===== config.mk =====
export PLATFORM = sky130hd
export DESIGN_NAME = nmi_gate_top
export DESIGN_NICKNAME = d
export VERILOG_FILES = /design/src/rtl/nmi_gate_pkg.sv /design/src/rtl/nmi_idx_port.sv /design/src/rtl/nmi_ctl_port.sv /design/src/rtl/nmi_data_ram.sv /design/src/rtl/nmi_gate_top.sv
export SDC_FILE = /design/constraint.sdc
export NUM_CORES = 1
export LEC_CHECK = 0
export ABC_AREA = 1
export BUFFER_PORTS_ARGS = -buffer_cell sky130_fd_sc_hd__buf_2
export CORE_MARGIN = 10
export CORE_UTILIZATION = 51
export DETAILED_ROUTE_END_ITERATION = 10
export PLACE_DENSITY_LB_ADDON = 0.3
export SLEW_MARGIN = 25
export SYNTH_ARGS = -nofsm -noshare
export SYNTH_HDL_FRONTEND = slang
export SYNTH_SLANG_ARGS = --single-unit

===== constraint.sdc =====
create_clock -name clk -period 5.05 [get_ports clk]
set_clock_uncertainty 0.15 [all_clocks]
set_input_delay 0.2525 -clock clk [delete_from_list [all_inputs] [get_ports clk]]
set_output_delay 0.2525 -clock clk [all_outputs]
set_load 0.05 [all_outputs]

===== src/rtl/nmi_gate_pkg.sv =====
package nmi_gate_pkg;
   localparam int BYTE_W     = 8;
   localparam int MASK_BIT   = 7;
   localparam int PAR_EN_BIT = 2;
   localparam int CHK_EN_BIT = 3;
   localparam int CHK_ST_BIT = 6;
   localparam int PAR_ST_BIT = 7;
   typedef logic [BYTE_W-1:0] byte_t;
endpackage


===== src/rtl/nmi_idx_port.sv =====
module nmi_idx_port
   import nmi_gate_pkg::*;
#(
   parameter int IDX_W = 7
) (
   input  logic             clk,
   input  logic             rst_n,
   input  logic             idx_wr,
   input  logic             dat_acc,
   input  byte_t            wdata,
   output logic             mask_o,
   output logic [IDX_W-1:0] idx_o,
   output logic             pend_o,
   output logic             proto_o
);
   always_ff @(posedge clk) begin
      if (!rst_n) begin
         mask_o  <= 1'b1;
         idx_o   <= '0;
         pend_o  <= 1'b0;
         proto_o <= 1'b0;
      end else begin
         if (idx_wr) begin
            mask_o <= wdata[MASK_BIT];
            idx_o  <= wdata[IDX_W-1:0];
            pend_o <= 1'b1;
            if (pend_o) proto_o <= 1'b1;
         end else if (dat_acc) begin
            pend_o <= 1'b0;
         end
      end
   end
endmodule


===== src/rtl/nmi_ctl_port.sv =====
module nmi_ctl_port
   import nmi_gate_pkg::*;
(
   input  logic  clk,
   input  logic  rst_n,
   input  logic  ctl_wr,
   input  byte_t wdata,
   input  logic  par_pulse,
   input  logic  chk_pulse,
   output byte_t ctl_o,
   output logic  par_en_o,
   output logic  chk_en_o,
   output logic  par_st_o,
   output logic  chk_st_o
);
   logic [3:0] store_q;
   logic       par_clr, chk_clr;
   logic       unused_ro;

   assign unused_ro = ^wdata[PAR_ST_BIT:CHK_ST_BIT];
   assign par_clr   = ctl_wr && !wdata[PAR_EN_BIT];
   assign chk_clr   = ctl_wr && !wdata[CHK_EN_BIT];

   always_ff @(posedge clk) begin
      if (!rst_n) begin
         store_q  <= '0;
         par_en_o <= 1'b0;
         chk_en_o <= 1'b0;
         par_st_o <= 1'b0;
         chk_st_o <= 1'b0;
      end else begin
         if (ctl_wr) begin
            store_q  <= {wdata[5:4], wdata[1:0]};
            par_en_o <= wdata[PAR_EN_BIT];
            chk_en_o <= wdata[CHK_EN_BIT];
         end
         if (par_clr)                   par_st_o <= 1'b0;
         else if (par_en_o && par_pulse) par_st_o <= 1'b1;
         if (chk_clr)                   chk_st_o <= 1'b0;
         else if (chk_en_o && chk_pulse) chk_st_o <= 1'b1;
      end
   end

   always_comb begin
      ctl_o             = {2'b00, store_q[3:2], 2'b00, store_q[1:0]};
      ctl_o[PAR_EN_BIT] = par_en_o;
      ctl_o[CHK_EN_BIT] = chk_en_o;
      ctl_o[PAR_ST_BIT] = par_st_o;
      ctl_o[CHK_ST_BIT] = chk_st_o;
   end
endmodule


===== src/rtl/nmi_data_ram.sv =====
module nmi_data_ram
   import nmi_gate_pkg::*;
#(
   parameter int WORDS = 16,
   parameter int IDX_W = 7
) (
   input  logic             clk,
   input  logic             rst_n,
   input  logic             wr,
   input  logic [IDX_W-1:0] idx,
   input  byte_t            wdata,
   output byte_t            rdata
);
   localparam int AW = $clog2(WORDS);

   byte_t          mem [WORDS];
   logic  [AW-1:0] sel;

   assign sel = idx[AW-1:0];

   generate
      if (AW < IDX_W) begin : g_wrap
         logic unused_hi;
         assign unused_hi = ^idx[IDX_W-1:AW];
      end
   endgenerate

   always_ff @(posedge clk) begin
      if (!rst_n) begin
         for (int i = 0; i < WORDS; i++) mem[i] <= '0;
      end else if (wr) begin
         mem[sel] <= wdata;
      end
   end

   assign rdata = mem[sel];
endmodule


===== src/rtl/nmi_gate_top.sv =====
module nmi_gate_top
   import nmi_gate_pkg::*;
#(
   parameter int          RAM_WORDS = 16,
   parameter int          IDX_W     = 7,
   parameter bit          RDATA_REG = 1'b1,
   parameter logic [7:0]  IDX_ADDR  = 8'h70,
   parameter logic [7:0]  DAT_ADDR  = 8'h71,
   parameter logic [7:0]  CTL_ADDR  = 8'h61
) (
   input  logic       clk,
   input  logic       rst_n,
   input  logic [7:0] io_addr,
   input  logic       io_wr,
   input  logic       io_rd,
   input  logic [7:0] io_wdata,
   output logic [7:0] io_rdata,
   input  logic       par_err_i,
   input  logic       chk_err_i,
   output logic       nmi_o,
   output logic       seq_pend_o,
   output logic       proto_err_o
);
   generate
      if (RAM_WORDS < 2 || RAM_WORDS > (1 << IDX_W) ||
          (RAM_WORDS & (RAM_WORDS - 1)) != 0) begin : g_bad_words
         $error("RAM_WORDS must be a power of two within the index range");
      end
      if (IDX_W < 1 || IDX_W > MASK_BIT) begin : g_bad_idx
         $error("IDX_W must fit below the mask bit");
      end
   endgenerate

   logic             hit_idx, hit_dat, hit_ctl;
   logic             mask, par_en, chk_en, par_st, chk_st;
   logic [IDX_W-1:0] idx;
   byte_t            ctl_byte, ram_byte, rd_mux;

   assign hit_idx = io_addr == IDX_ADDR;
   assign hit_dat = io_addr == DAT_ADDR;
   assign hit_ctl = io_addr == CTL_ADDR;

   nmi_idx_port #(.IDX_W(IDX_W)) u_idx (
      .clk(clk), .rst_n(rst_n),
      .idx_wr(io_wr && hit_idx),
      .dat_acc((io_wr || io_rd) && hit_dat),
      .wdata(io_wdata),
      .mask_o(mask), .idx_o(idx), .pend_o(seq_pend_o), .proto_o(proto_err_o)
   );

   nmi_ctl_port u_ctl (
      .clk(clk), .rst_n(rst_n),
      .ctl_wr(io_wr && hit_ctl), .wdata(io_wdata),
      .par_pulse(par_err_i), .chk_pulse(chk_err_i),
      .ctl_o(ctl_byte),
      .par_en_o(par_en), .chk_en_o(chk_en),
      .par_st_o(par_st), .chk_st_o(chk_st)
   );

   nmi_data_ram #(.WORDS(RAM_WORDS), .IDX_W(IDX_W)) u_ram (
      .clk(clk), .rst_n(rst_n),
      .wr(io_wr && hit_dat), .idx(idx),
      .wdata(io_wdata), .rdata(ram_byte)
   );

   always_comb begin
      if (hit_idx)      rd_mux = 8'hFF;
      else if (hit_dat) rd_mux = ram_byte;
      else if (hit_ctl) rd_mux = ctl_byte;
      else              rd_mux = 8'h00;
   end

   generate
      if (RDATA_REG) begin : g_rd_reg
         always_ff @(posedge clk) begin
            if (!rst_n)     io_rdata <= '0;
            else if (io_rd) io_rdata <= rd_mux;
         end
      end else begin : g_rd_comb
         assign io_rdata = io_rd ? rd_mux : 8'h00;
      end
   endgenerate

   assign nmi_o = (par_st || chk_st) && !mask;
endmodule


==> metrics.log <==
INFO  metric run_status = finished, final reports clean
INFO  metric io-pin-count = 33
INFO  metric layoutNonFillerInstCount = 1060
INFO  metric core-area = 13900 sq um
INFO  metric hp-class = in -> reg
INFO  metric min_period = 2.97 ns
INFO  metric place_hpwl = 11500 um
INFO  metric clock_sinks = 155
INFO  metric syn_avg_cell_area = 8.55 sq um
INFO  metric antenna_found_initial = 0
INFO  metric synth.area.top_cells = sky130_fd_sc_hd__edfxtp_1, sky130_fd_sc_hd__nand2_1, sky130_fd_sc_hd__nor2_1
INFO  metric final_cell_mix = sky130_fd_sc_hd__nand2_1, sky130_fd_sc_hd__nor2_1, sky130_fd_sc_hd__edfxtp_1
INFO  metric cts_root_buffer = sky130_fd_sc_hd__clkbuf_16
INFO  metric timing.final.max_slew_violations = 0
INFO  metric cp_data_required_time = 5.22 ns
INFO  metric layout_worst_path_cycle_share = 58.8%
INFO  metric drtIter0Drc = 557
INFO  metric viasPerCell = 5.25
INFO  metric fillers = 1221
INFO  metric synthesis.instances = 846
INFO  metric worst-endpoint-arrival = 3.14 ns
INFO  metric detailroute.via_count = 5570
INFO  metric place_congestion = 0.869
INFO  metric tritoncts = done
INFO  metric detail_route.wirelength = 18100 um
INFO  metric crit_type = reg -> reg
INFO  metric cp-end-kind = register
INFO  metric maxCapViolCount = 0
INFO  metric cp.buffers_inverters = 2
INFO  metric post-route-cell-area = 8090 sq um
INFO  metric place_inst = 1022
INFO  metric cts-htree-levels = 4
INFO  metric hold_violations = 0
INFO  metric synthesized_net_count = 868
INFO  metric clock_insertion_delay_at_the_later_pin_of_the_skew_report = 0.43 ns
INFO  metric postPlaceCellArea = 7490 sq um
INFO  metric grt_use_total = 18.5%
INFO  metric post_drt_wl_per_cell = 17.0 um
INFO  metric clockBufferDepth = 2
INFO  metric globalRoute.totalOverflow = 0
INFO  metric p_per_area = 338 nW/um^2
INFO  metric max_stage_delay = 0.88 ns
INFO  metric final.hold.worst_slack = 0.0241 ns
INFO  metric p_leak = 3.56 nW
INFO  metric tightestPinTransition = 0.956 ns
INFO  metric die_height = 139 um
INFO  metric fp.dieW = 139 um
INFO  metric design.die.area = 19300 sq um
INFO  metric antenna_violating_nets_post_route = 0
INFO  metric unrepaired_setup_endpoints_after_global_routing = false
INFO  metric final_net_count = 889
INFO  metric antenna_cells_inserted = 0
INFO  metric post_cts_buffers = 0
INFO  metric yosys_warnings = 0
INFO  metric detail_route.drc_violations = 0
INFO  metric area_growth = 11.8%
INFO  metric layout-drive-gt1-share = 9.20%
INFO  metric gate_family_responsible_for_the_most_delay_along_the_worst_path = buffers and inverters
INFO  metric max_slew_margin = 35.9%
INFO  metric fraction_of_synthesized_cell_area_taken_by_the_top_area_cell_type = 53.1%
INFO  metric numCtsBuffers = 17
INFO  metric post-route-util = 58.3%
INFO  metric final-setup-viol-count = 0
INFO  metric timing.critical_path.from_type = register
INFO  metric rrSetupSlack = 2.08 ns
INFO  metric row_count = 43
INFO  metric syn-cell-area = 7230 sq um
INFO  metric critical_path.cell_chain = buf_4, clkinv_2, nand2_1, nand2_1, nand2_1, nand3_1, nand3_1, nand2_1, nand2_1, a21oi_1
INFO  metric grt_start_max_net_pins = 66
INFO  metric yosysUniqueCellTypes = 21
INFO  metric initial_core_util = 52.1%
INFO  metric timing.critical_path.fanout_max = 65
INFO  metric port-buffer-count = 32
INFO  metric yosysSeqAreaShare = 60.6%
INFO  metric final.setup.tns = 0 ns
INFO  metric synth_top_area_cell = sky130_fd_sc_hd__edfxtp_1
INFO  metric crit_top_cell = sky130_fd_sc_hd__nand2_1
INFO  metric clk_pin_slew = 0.06 ns
INFO  metric first_global_vias = 5430
INFO  metric synth.ff_latch_count = 155
INFO  metric fmaxAchievable = 337 MHz
INFO  metric drt_pass1_iterations = 6
INFO  metric wire_length_of_the_first_global_routing_pass = 28100 um
INFO  metric cp_slowest_cell = sky130_fd_sc_hd__clkinv_2
INFO  metric max-vdd-ir-drop = 0.211 mV
INFO  metric leading_cell_type_in_the_layout_fill_and_taps_excluded = sky130_fd_sc_hd__nand2_1
[sequential cells by signal (all words and copies together), names as in the netlist, 4 cells and up, named ones only]
signal / count
u_ram.mem: 128
io_rdata: 8
u_ctl.store_q: 4
u_idx.idx_o: 4
[through the flow]
stage,total power [W],setup WS (ns)
after global routing,0.00280,1.71
after CTS,0.00273,2.37
final,0.00274,2.08
after global placement,0.00158,1.99
after floorplan,0.00153,3.08
after detailed placement,0.00158,1.94
[final cells by class]
type	count	area (sq um)	share of cell area (%)
repair buffers	40	235	2.91
flip-flops and latches	155	4390	54.2
inverters	131	493	6.09
well taps	180	225	2.78
clock inverters	12	101	1.25
multi-input cells	522	2210	27.4
clock buffers	20	437	5.40
[per-layer routing]
metal	wire length [um]	vias to the layer above	global-route usage, %	part of all wire (%)
met5	0	-	0	0
met4	360	0	6.53	2.0
met3	1360	33	4.25	7.6
met2	8740	219	30.5	48
met1	7590	2596	23.3	42
li1	-	2722	-	-
[cell families after synthesis]
| group | Yosys count | synth area share [%] |
|---|---|---|
| and+or+nand+nor | 483 | 27.7 |
| AOI/OAI and AO/OA | 39 | 2.87 |
| buffers and inverters | 169 | 8.79 |
| DFF | 155 | 60.6 |
[cell usage after synthesis]
cell type,count
sky130_fd_sc_hd__a211oi_1,4
sky130_fd_sc_hd__a21oi_1,19
sky130_fd_sc_hd__buf_1,6
sky130_fd_sc_hd__buf_2,1
sky130_fd_sc_hd__clkbuf_1,31
sky130_fd_sc_hd__clkinv_1,1
sky130_fd_sc_hd__dfxtp_1,27
sky130_fd_sc_hd__edfxtp_1,128
sky130_fd_sc_hd__inv_1,128
sky130_fd_sc_hd__inv_2,2
sky130_fd_sc_hd__nand2_1,202
sky130_fd_sc_hd__nand2_2,11
sky130_fd_sc_hd__nand3_1,103
sky130_fd_sc_hd__nand4_1,1
sky130_fd_sc_hd__nor2_1,160
sky130_fd_sc_hd__nor2_2,2
sky130_fd_sc_hd__nor2_4,2
sky130_fd_sc_hd__nor3_4,1
sky130_fd_sc_hd__nor4_1,1
sky130_fd_sc_hd__o211ai_1,1
sky130_fd_sc_hd__o21ai_0,15
[path summary, 6_finish.rpt]
check | from | end | cells after the start
setup / recovery | register | io_rdata[7] | 10
setup reg to reg | register | io_rdata[7] | 10
hold / removal | io_wdata[3] | u_ctl.chk_st_o | 3
hold reg to reg | u_ctl.store_q[3] | u_ctl.store_q[3] | 2
[repair_timing]
| action | in CTS | in global routing |
|---|---|---|
| hold buffers | 6 | 0 |
| resized for setup | 0 | 0 |
| hold endpoints to repair | 6 | 0 |
[tightest hold or removal path: stages]
cell                      delay, ns
sky130_fd_sc_hd__buf_2         0.10
sky130_fd_sc_hd__o21ai_0       0.11
sky130_fd_sc_hd__nor2_1        0.10
[power breakdown]
part	switching (W)	internal [W]	total [W]
logic	0.000102	0.0000304	0.000132
registers	0.0000121	0.00142	0.00143
clock network	0.000502	0.000672	0.00117
total	0.000616	0.00212	0.00274
No activity file was read; power rests on OpenSTA's default activity.
